==> src/rtl/rxr_pkg.sv <==
package rxr_pkg;
  localparam int LEN_W   = 13;
  localparam int ST_OWN  = 31;
  localparam int ST_EOR  = 30;
  localparam int ST_WDOG = 22;
  localparam int ST_ES   = 21;
  localparam int ST_RUNT = 20;
  localparam int ST_CRC  = 19;

  localparam int MD_ALL  = 0;
  localparam int MD_MINE = 1;
  localparam int MD_GRP  = 2;
  localparam int MD_BC   = 3;
  localparam int MD_RUNT = 4;
  localparam int MD_ERR  = 5;

  localparam int IRQ_W   = 8;
  localparam int IRQ_OK  = 0;
  localparam int IRQ_ERR = 1;
  localparam int IRQ_OVF = 4;

  typedef enum logic [2:0] {
    S_IDLE, S_DRD, S_DWT, S_BRD, S_BWT, S_RECV, S_DROP, S_DONE
  } rx_state_e;
endpackage

==> src/rtl/rxr_len_meter.sv <==
module rxr_len_meter #(
  parameter int CNT_W = 14
) (
  input  logic             clk,
  input  logic             rst_n,
  input  logic             clear,
  input  logic             step,
  output logic [CNT_W-1:0] count
);
  localparam logic [CNT_W-1:0] CNT_MAX = '1;

  always_ff @(posedge clk) begin
    if (!rst_n)                        count <= '0;
    else if (clear)                    count <= '0;
    else if (step && count != CNT_MAX) count <= count + 1'b1;
  end

  // the length only grows while a frame is in flight
  a_r2_len_monotonic: assert property (@(posedge clk) disable iff (!rst_n)
    !clear |=> (count >= $past(count)));
endmodule

==> src/rtl/rxr_da_filter.sv <==
module rxr_da_filter #(
  parameter int CNT_W = 14
) (
  input  logic             clk,
  input  logic             rst_n,
  input  logic             clear,
  input  logic             step,
  input  logic [7:0]       data,
  input  logic [CNT_W-1:0] pos,
  input  logic [47:0]      station,
  input  logic [3:0]       mode,
  output logic             pass
);
  import rxr_pkg::*;
  localparam int DA_BYTES = 6;

  logic mine_q, bc_q, grp_q, full_q;
  logic [7:0] st_byte;

  always_comb begin
    st_byte = '0;
    for (int i = 0; i < DA_BYTES; i++)
      if (pos == CNT_W'(i)) st_byte = station[8*(DA_BYTES-1-i) +: 8];
  end

  always_ff @(posedge clk) begin
    if (!rst_n || clear) begin
      mine_q <= 1'b1;
      bc_q   <= 1'b1;
      grp_q  <= 1'b0;
      full_q <= 1'b0;
    end else if (step && pos < CNT_W'(DA_BYTES)) begin
      mine_q <= mine_q & (data == st_byte);
      bc_q   <= bc_q & (data == 8'hFF);
      if (pos == '0) grp_q <= data[0];
      if (pos == CNT_W'(DA_BYTES-1)) full_q <= 1'b1;
    end
  end

  assign pass = mode[MD_ALL] |
                (full_q & ((!grp_q & mine_q & mode[MD_MINE]) |
                           ( grp_q & bc_q   & mode[MD_BC])   |
                           ( grp_q & !bc_q  & mode[MD_GRP])));

  // a complete all-ones address is always classed as a group address
  a_r6_bcast_is_group: assert property (@(posedge clk) disable iff (!rst_n)
    (full_q && bc_q) |-> grp_q);
endmodule

==> src/rtl/rx_desc_ring_writer.sv <==
module rx_desc_ring_writer #(
  parameter int ADDR_W    = 32,
  parameter int IDX_W     = 8,
  parameter int MIN_FRAME = 64
) (
  input  logic                          clk,
  input  logic                          rst_n,
  input  logic [ADDR_W-9:0]             cfg_ring_page,
  input  logic [5:0]                    cfg_rx_mode,
  input  logic [47:0]                   cfg_station_mac,
  input  logic [rxr_pkg::IRQ_W-1:0]     irq_clr,
  output logic [rxr_pkg::IRQ_W-1:0]     irq_status,
  output logic [31:0]                   rx_missed,
  output logic                          mem_valid,
  input  logic                          mem_ready,
  output logic                          mem_we,
  output logic [ADDR_W-1:0]             mem_addr,
  output logic [3:0]                    mem_be,
  output logic [31:0]                   mem_wdata,
  input  logic                          mem_rvalid,
  input  logic [31:0]                   mem_rdata,
  input  logic                          s_valid,
  output logic                          s_ready,
  input  logic [7:0]                    s_data,
  input  logic                          s_last,
  input  logic                          s_crc_err
);
  import rxr_pkg::*;
  localparam int CNT_W   = LEN_W + 1;
  localparam int PTR_OFS = 8;

  rx_state_e          state_q;
  logic [IDX_W-1:0]   idx_q;
  logic               eor_q, crc_q;
  logic [LEN_W-1:0]   bufsz_q;
  logic [ADDR_W-1:0]  buf_q;
  logic [CNT_W-1:0]   cnt;
  logic               pass;

  logic [ADDR_W-1:0]  desc_addr, byte_addr;
  logic               hs, store_ok, too_long, runt, err_cls, keep, summary, wb_fire;
  logic [31:0]        wb_word;
  logic [IRQ_W-1:0]   irq_set;

  assign desc_addr = {cfg_ring_page, 8'h00} + {{(ADDR_W-IDX_W-4){1'b0}}, idx_q, 4'b0000};
  assign byte_addr = buf_q + ADDR_W'(cnt);
  assign hs        = s_valid && s_ready;
  assign store_ok  = cnt < CNT_W'(bufsz_q);
  assign too_long  = cnt > CNT_W'(bufsz_q);
  assign runt      = cnt < CNT_W'(MIN_FRAME);
  assign err_cls   = crc_q | too_long;
  assign summary   = err_cls | runt;
  assign keep      = pass && (!runt || cfg_rx_mode[MD_RUNT]) && (!err_cls || cfg_rx_mode[MD_ERR]);
  assign wb_fire   = (state_q == S_DONE) && keep && mem_ready;

  rxr_len_meter #(.CNT_W(CNT_W)) u_meter (
    .clk(clk), .rst_n(rst_n), .clear(state_q == S_IDLE),
    .step(hs && state_q == S_RECV), .count(cnt));

  rxr_da_filter #(.CNT_W(CNT_W)) u_filter (
    .clk(clk), .rst_n(rst_n), .clear(state_q == S_IDLE),
    .step(hs && state_q == S_RECV), .data(s_data), .pos(cnt),
    .station(cfg_station_mac), .mode(cfg_rx_mode[3:0]), .pass(pass));

  always_comb begin
    wb_word               = '0;
    wb_word[ST_EOR]       = eor_q;
    wb_word[ST_WDOG]      = too_long;
    wb_word[ST_ES]        = summary;
    wb_word[ST_RUNT]      = runt;
    wb_word[ST_CRC]       = crc_q;
    wb_word[LEN_W-1:0]    = too_long ? bufsz_q : cnt[LEN_W-1:0];
  end

  always_comb begin
    mem_valid = 1'b0;
    mem_we    = 1'b0;
    mem_addr  = desc_addr;
    mem_be    = 4'hF;
    mem_wdata = wb_word;
    s_ready   = 1'b0;
    unique case (state_q)
      S_DRD: mem_valid = 1'b1;
      S_BRD: begin
        mem_valid = 1'b1;
        mem_addr  = desc_addr + ADDR_W'(PTR_OFS);
      end
      S_RECV: begin
        mem_valid = s_valid && store_ok;
        mem_we    = 1'b1;
        mem_addr  = {byte_addr[ADDR_W-1:2], 2'b00};
        mem_be    = 4'b0001 << byte_addr[1:0];
        mem_wdata = {4{s_data}};
        s_ready   = store_ok ? mem_ready : 1'b1;
      end
      S_DROP: s_ready = 1'b1;
      S_DONE: begin
        mem_valid = keep;
        mem_we    = 1'b1;
      end
      default: ;
    endcase
  end

  always_comb begin
    irq_set = '0;
    if (state_q == S_DWT && mem_rvalid && !mem_rdata[ST_OWN]) irq_set[IRQ_OVF] = 1'b1;
    if (wb_fire) begin
      if (summary) irq_set[IRQ_ERR] = 1'b1;
      else         irq_set[IRQ_OK]  = 1'b1;
    end
  end

  always_ff @(posedge clk) begin
    if (!rst_n) begin
      state_q    <= S_IDLE;
      idx_q      <= '0;
      eor_q      <= 1'b0;
      crc_q      <= 1'b0;
      bufsz_q    <= '0;
      buf_q      <= '0;
      irq_status <= '0;
      rx_missed  <= '0;
    end else begin
      irq_status <= (irq_status & ~irq_clr) | irq_set;
      unique case (state_q)
        S_IDLE: if (s_valid) state_q <= S_DRD;
        S_DRD:  if (mem_ready) state_q <= S_DWT;
        S_DWT: if (mem_rvalid) begin
          eor_q   <= mem_rdata[ST_EOR];
          bufsz_q <= mem_rdata[LEN_W-1:0];
          if (mem_rdata[ST_OWN]) state_q <= S_BRD;
          else begin
            state_q   <= S_DROP;
            rx_missed <= rx_missed + 32'd1;
          end
        end
        S_BRD:  if (mem_ready) state_q <= S_BWT;
        S_BWT: if (mem_rvalid) begin
          buf_q   <= mem_rdata[ADDR_W-1:0];
          state_q <= S_RECV;
        end
        S_RECV: if (hs && s_last) begin
          crc_q   <= s_crc_err;
          state_q <= S_DONE;
        end
        S_DROP: if (hs && s_last) state_q <= S_IDLE;
        S_DONE: begin
          if (!keep) state_q <= S_IDLE;
          else if (mem_ready) begin
            state_q <= S_IDLE;
            idx_q   <= eor_q ? '0 : idx_q + 1'b1;
          end
        end
        default: state_q <= S_IDLE;
      endcase
    end
  end

  // the stream is only accepted while receiving or dropping
  a_r11_ready_window: assert property (@(posedge clk) disable iff (!rst_n)
    s_ready |-> (state_q == S_RECV || state_q == S_DROP));
  // each buffer store touches exactly one byte lane
  a_r3_one_lane: assert property (@(posedge clk) disable iff (!rst_n)
    (state_q == S_RECV && mem_valid) |-> (mem_we && $countones(mem_be) == 1));
  // write-back releases ownership of the current descriptor
  a_r2_release_own: assert property (@(posedge clk) disable iff (!rst_n)
    (state_q == S_DONE && mem_valid) |-> (!mem_wdata[ST_OWN] && mem_be == 4'hF && mem_addr == desc_addr));
  // the ring index moves only on an accepted write-back
  a_r1_idx_on_release: assert property (@(posedge clk) disable iff (!rst_n)
    !(state_q == S_DONE && mem_valid && mem_ready) |=> $stable(idx_q));
  // missed count steps by one at most, together with the overflow flag
  a_r5_missed_step: assert property (@(posedge clk) disable iff (!rst_n)
    1'b1 |=> (rx_missed == $past(rx_missed) ||
              (rx_missed == $past(rx_missed) + 32'd1 && irq_status[IRQ_OVF])));
  // event bits stay set until cleared
  a_r10_sticky: assert property (@(posedge clk) disable iff (!rst_n)
    1'b1 |=> (($past(irq_status) & ~$past(irq_clr) & ~irq_status) == '0));
endmodule

==> config.mk <==
export PLATFORM = sky130hd
export DESIGN_NAME = rx_desc_ring_writer
export DESIGN_NICKNAME = d
export VERILOG_FILES = /design/src/rtl/rxr_pkg.sv /design/src/rtl/rxr_len_meter.sv /design/src/rtl/rxr_da_filter.sv /design/src/rtl/rx_desc_ring_writer.sv
export SDC_FILE = /design/constraint.sdc
export NUM_CORES = 1
export LEC_CHECK = 0
export ABC_AREA = 1
export ABC_CLOCK_PERIOD_IN_PS = 3150
export BUFFER_PORTS_ARGS = -buffer_cell sky130_fd_sc_hd__buf_2
export CAP_MARGIN = 20
export CORE_MARGIN = 4
export CORE_UTILIZATION = 30
export CTS_CLUSTER_DIAMETER = 60
export DETAILED_ROUTE_END_ITERATION = 12
export PLACE_DENSITY_LB_ADDON = 0.2
export SYNTH_ARGS = -nofsm -noshare
export SYNTH_HDL_FRONTEND = slang
export SYNTH_SLANG_ARGS = --single-unit
==> constraint.sdc <==
create_clock -name clk -period 3.15 [get_ports clk]
set_input_delay 0.63 -clock clk [delete_from_list [all_inputs] [get_ports clk]]
set_output_delay 0.63 -clock clk [all_outputs]
set_load 0.005 [all_outputs]
; Word-level counts from Yosys, hierarchy flattened
; Cells that the tools add are included.
[op_classes]
n_bitwise = 19
mux = 30
shifts = 1
n_eq_ne = 23
addsub = 6
reduce_logical = 34
magnitude_cmp = 4
[op_table]
columns = op, n
row1 = $pmux W32 S2, 1
row2 = $mux W8, 7
row3 = $add A32 B1 Y32 const B, 1
row4 = $add A32 B12 Y32, 1
row5 = $add A32 B14 Y32, 1
row6 = $add A32 B4 Y32 const B, 1
row7 = $mux W32, 1
row8 = $mux W3, 10
row9 = $eq A14 B2 Y1 const B, 2
row10 = $eq A14 B3 Y1 const B, 2
row11 = $pmux W3 S8, 1
row12 = $add A14 B1 Y14 const B, 1
row13 = $eq A14 B1 Y1 const B, 1
row14 = $gt A14 B13 Y1, 1
row15 = $logic_not A14 Y1, 1
row16 = $lt A14 B13 Y1, 1
row17 = $lt A14 B3 Y1 const B, 1
row18 = $lt A14 B7 Y1 const B, 1
row19 = $ne A14 B14 Y1 const B, 1
row20 = $mux W13, 1
row21 = $eq A3 B3 Y1 const B, 4
row22 = $logic_and A1 B1 Y1, 12
row23 = $ne A2 B2 Y1 const B, 6
row24 = $reduce_and A2 Y1, 5
row25 = other kinds (25), 53
[totals]
regBits = 116
in_bits = 133
out_inout_bits = 111
wordCells = 130

; Logic depth before layout (Yosys ltp)
[logic_depth]
word_depth = 13
depth_mapped = 22
mapped_depth_nobuf = 22

; Hierarchy
; Synthesis repeated with hierarchy kept, for this count alone.
[unflattened]
cells_unflattened = 1447
area_unflattened_um2 = 9068.7
[by_module_without_submodules]
columns = module, n_inst, area_each_um2, seq_area_each_um2, cells_each
row1 = rx_desc_ring_writer, 1, 7063.0, 1961.9, 1090
row2 = rxr_da_filter, 1, 1171.1, 80.1, 221
row3 = rxr_len_meter, 1, 834.6, 280.3, 136

; Worst setup path after synthesis
; No wires, ideal clock.
[synth_path]
kind = input to output
startpoint = in cfg_ring_page[0]
endpoint = out mem_addr[28]
t_arrival_ns = 2.295
cell_stages = 17
setup_slack_ns = 0.225
n_path_buf = 0
path_cell_list = ha_1 > fa_1 > nand3_1 > nand3_1 > nand2_1 > nor2_2 > nand2_1 > nor2_2 > nand2_1 > nor2_2 > nand2_1 > nor2_2 > nand3_2 > nor2_2 > nand3_1 > o21ai_1 > o21ai_1
[synth_between]
elab_chain_len = 3
[synth_lines]
columns = item, line
row1 = "start, declared", rx_desc_ring_writer.sv:8  ; input logic [ADDR_W-9:0] cfg_ring_page,
row2 = $add A32 B12 Y32 *, rx_desc_ring_writer.sv:45  ; assign desc_addr = {cfg_ring_page, 8'h00} + {{(ADDR_W-IDX_W-4){1'b0}}, idx_q, 4'b0000};
row3 = $add A32 B4 Y32, rx_desc_ring_writer.sv:86  ; mem_addr = desc_addr + ADDR_W'(PTR_OFS);
row4 = $pmux W32 S2 *, rx_desc_ring_writer.sv:82  ; unique case (state_q)
row5 = "end, declared", rx_desc_ring_writer.sv:17  ; output logic [ADDR_W-1:0] mem_addr,
; Every way passes the cells marked *; elsewhere a longest branch is shown, timed or not.

; Worst setup path in the final report
[layout_path]
startpoint = reg idx_q[6]
endpoint = out mem_addr[31]
[layout_between]
elab_chain_len = 3
[layout_lines]
columns = item, line
row1 = "start, declared", rx_desc_ring_writer.sv:33  ; logic [IDX_W-1:0] idx_q;
row2 = "start signal, assigned", rx_desc_ring_writer.sv:152  ; idx_q <= eor_q ? '0 : idx_q + 1'b1;
row3 = $add A32 B12 Y32 *, rx_desc_ring_writer.sv:45
row4 = $add A32 B4 Y32, rx_desc_ring_writer.sv:86
row5 = $pmux W32 S2 *, rx_desc_ring_writer.sv:82
; Marked as above.

==> results_dict.tcl <==
set metrics [dict create \
    peakVddDrop_v 0.0003484 \
    synthesis.area_um2 8775 \
    drt_first_pass_iters 6 \
    postSynthCellCount 1375 \
    max-slew-margin-rel_pct 48.26 \
    cts_root_buffer "clkbuf_16" \
    p_total_mw 6.442 \
    p_leak_nw 5.558 \
    ioPinCount 244 \
    yosys_warnings 0 \
    cp-startpoint "idx_q[6]" \
    grt_max_degree 54 \
    slowest_delay_ps 360 \
    rsz0062_at_grt "true" \
    setup_violations 17 \
    cts.clk_slew.worst_paths_ps 70 \
    h-tree-depth 4 \
    dr.first_iter.drc_count 546 \
    start_kind "flip-flop" \
    place_area_um2 10650 \
    period_minus_slack_ps 3365 \
    worstMarginPinSlew_ps 775.3 \
    wl_um 33660 \
    path_max_fanout 4 \
    viasPerCell 4.816 \
    crit_slowest_cell "dfxtp_4" \
    critPathMostFrequentCell "nand2_2" \
    holdPathStages 2 \
    num_rows 62 \
    coreArea_um2 28780 \
    skew_ps 9.753 \
    crit_arrival_ps 2730 \
    max_clock_freq_mhz 297.2 \
    overflow 0 \
    start_util_pct 30.49 \
    gp_congestion 0.8680 \
    synth_top_family_by_area "simple AND/OR/NAND/NOR gates" \
    ys_async_sr_fraction_pct 0 \
    dieWidth_um 179.0 \
    holdWs_ps 353.2 \
    synth_compound_area_share_pct 20.22 \
    wl_per_cell_um 16.16 \
    clock_path_buffers 2 \
    worstSetupPathType "flip-flop to primary output" \
    cp_cell_sequence "ha_4, nand3_2, nand2_2, nand2_2, a21boi_2, nand2_2, nor2_4, nand2_2, nor2_2, nand4_1, nor2_2, nand3_2, nor2_1, nand2_1, nand3_1, nand2_1, buf_2" \
    fin_ws_ps -214.9 \
    r2r_end "u_meter.count[13]" \
    nNetsFinal 1856 \
    dieArea_um2 32050 \
    synth_cell_types 55 \
    cts_tree "built" \
    violations "setup timing" \
    cts.sinks 116 \
    synth.ff_latch_count 116 \
    min_to "irq_status[6]" \
    cap_violations 0 \
    end_kind "primary output" \
    final_area_um2 12620 \
    powerDensity_nw_per_um2 510.2 \
    drc 0 \
    dpl.hpwl_um 25990 \
    dr_total_vias 10030 \
    grt_pass1_wl_um 51290 \
    synth_edf_count 0 \
    synth_mux_area_share_pct 0 \
    synthXorXnorAreaFrac_pct 2.795 \
    grt_use_total_pct 20.26 \
    outcome "finished, violations left" \
    post-route-period-util_pct 106.8 \
    port_buffers 241 \
    crit_required_ps 2520 \
    route.antenna.remaining_nets 0 \
    yosys.area_share.simple_pct 32.57 \
    yosys.area_share.adder_pct 5.732 \
    grt_pass1_vias 9742 \
    r2r_start "u_meter.count[3]" \
    cts_made_buffers 17 \
    syn_avg_cell_area_um2 6.382 \
    drive_above_1_share_pct 37.12 \
    synthFlopType "dfxtp_1" \
    fill_cells 3016 \
    antenna_found_initial 5 \
    hold_class "input port to flip-flop" \
    yosysSeqAreaShare_pct 26.47 \
    syn_to_final_growth_pct 43.88 \
    worst-r2r-cell-count 16 \
    drv_slew 0 \
    clk_latency_ps 420 \
    min_from "irq_clr[6]" \
    dieHeight_um 179.0 \
    finalHoldViolCount 0 \
    r2r_slack_ps 510 \
]
==> through the flow <==
stage                     setup TNS (ps)  setup WS (ps)  util [%]  std cells
final                              -1537         -214.9     43.87       2083
after global routing               -5269         -357.0     43.87       2083
after floorplan                        0          224.8         -       1376
after CTS                          -1468         -222.6     41.58       2068
after detailed placement          -943.6         -244.6     37.00       2008
after global placement            -438.0         -165.7     37.00       2008
==> worst max-delay path, delay by kind of cell, from the launching register on <==
kind	cells	cell delay, ps
compound gates	1	180
simple gates	14	1370
flops	1	360
fa+ha+maj	1	290
buf+inv	1	120
==> timing repair <==
item | 4_1_cts | 5_1_grt
hold buffers | 0 | 0
gates resized for setup | 145 | 158
setup endpoints to repair | 37 | 38
pin swaps | 31 | 67
setup buffers | 29 | 16
cloned | 1 | 0
==> registers in the layout (all words and copies together) (netlist names) <==
| name | flops |
|---|---|
| u_filter.grp_q | 1 |
| crc_q | 1 |
| u_meter.count | 14 |
| idx_q | 8 |
| u_filter.bc_q | 1 |
| u_filter.mine_q | 1 |
| rx_missed | 32 |
| state_q | 3 |
| u_filter.full_q | 1 |
| eor_q | 1 |
| irq_status | 8 |
| bufsz_q | 13 |
| buf_q | 32 |
==> layout make-up <==
cell class | instances | area (um^2) | area share, %
Timing Repair Buffer | 334 | 2001 | 15.85
Tap cell | 384 | 480.5 | 3.806
Clock buffer | 18 | 439.2 | 3.479
Inverter | 220 | 844.6 | 6.690
Antenna cell | 2 | 5.005 | 0.03964
Sequential cell | 116 | 2386 | 18.90
Clock inverter | 14 | 143.9 | 1.140
Multi-Input combinational cell | 995 | 6325 | 50.10
==> cells by family (layout without fill, tap and decap cells) <==
family | count (synthesis) | after routing
AOI/OAI and AO/OA | 332 | 332
xor gates and xnor gates | 28 | 28
adders and majority gates | 39 | 39
buffers and inverters | 265 | 586
DFF | 116 | 116
other | 1 | 4
and+or+nand+nor | 594 | 594
==> Yosys cell counts, drive strengths merged, types with 7 or more instances <==
library cell / count / area share, %
a21oi: 139 / 7.9
buf: 17 / 1.5
clkbuf: 28 / 1.2
dfxtp: 116 / 26
ha: 37 / 5.3
inv: 218 / 9.3
nand2: 269 / 12
nand3: 93 / 6.3
nand4: 30 / 2.4
nor2: 135 / 7.0
nor3: 44 / 2.9
nor4: 7 / 0.67
o21ai: 156 / 9.1
o21bai: 10 / 0.90
o22ai: 7 / 0.50
or2: 8 / 0.57
xnor2: 10 / 1.0
xor2: 18 / 1.8
==> per-layer routing <==
metal,GRT usage [%],part of all wire [%],vias up
met5,0,0.13,-
met4,5.596,2.5,6
met2,34.99,48,281
met1,24.97,43,4536
met3,5.167,6.9,48
li1,-,-,5160
==> cells in the final DEF, fill, tap and decap left out, types with 5 or more instances in the layout <==
master	instances
nor3_1	35
nand2_2	28
o22ai_1	5
a21oi_2	21
nor2_1	102
o21ai_0	96
dfxtp_2	24
inv_1	188
o21bai_1	8
inv_4	5
buf_6	15
dfxtp_1	83
ha_4	24
a21oi_1	107
inv_6	5
xnor2_1	9
o21ai_1	39
inv_2	25
o21ai_2	17
a21oi_4	11
nand2_1	235
buf_2	241
nor3_4	5
nor2_2	12
xor2_1	17
nand4_1	28
nand3_1	70
nor4_1	5
nor2_4	20
dfxtp_4	9
buf_4	74
nand3_2	19
nand2_4	6
clkbuf_16	17
ha_1	13
==> worst max-delay path by stage <==
stage	cells after the start	to
3_5_place_dp	19	mem_addr[28]
2_1_floorplan	17	mem_addr[28]
6_report	17	mem_addr[31]
4_1_cts	9	mem_addr[28]
3_3_place_gp	19	mem_addr[28]
5_1_grt	17	mem_addr[31]
==> report_power, final <==
group          total (mW)  switching [mW]  internal [mW]
Clock                1.94           0.811           1.13
Sequential           1.67           0.110           1.56
Combinational        2.83            1.59           1.24
Note: power is estimated with default switching activity, not from simulation.
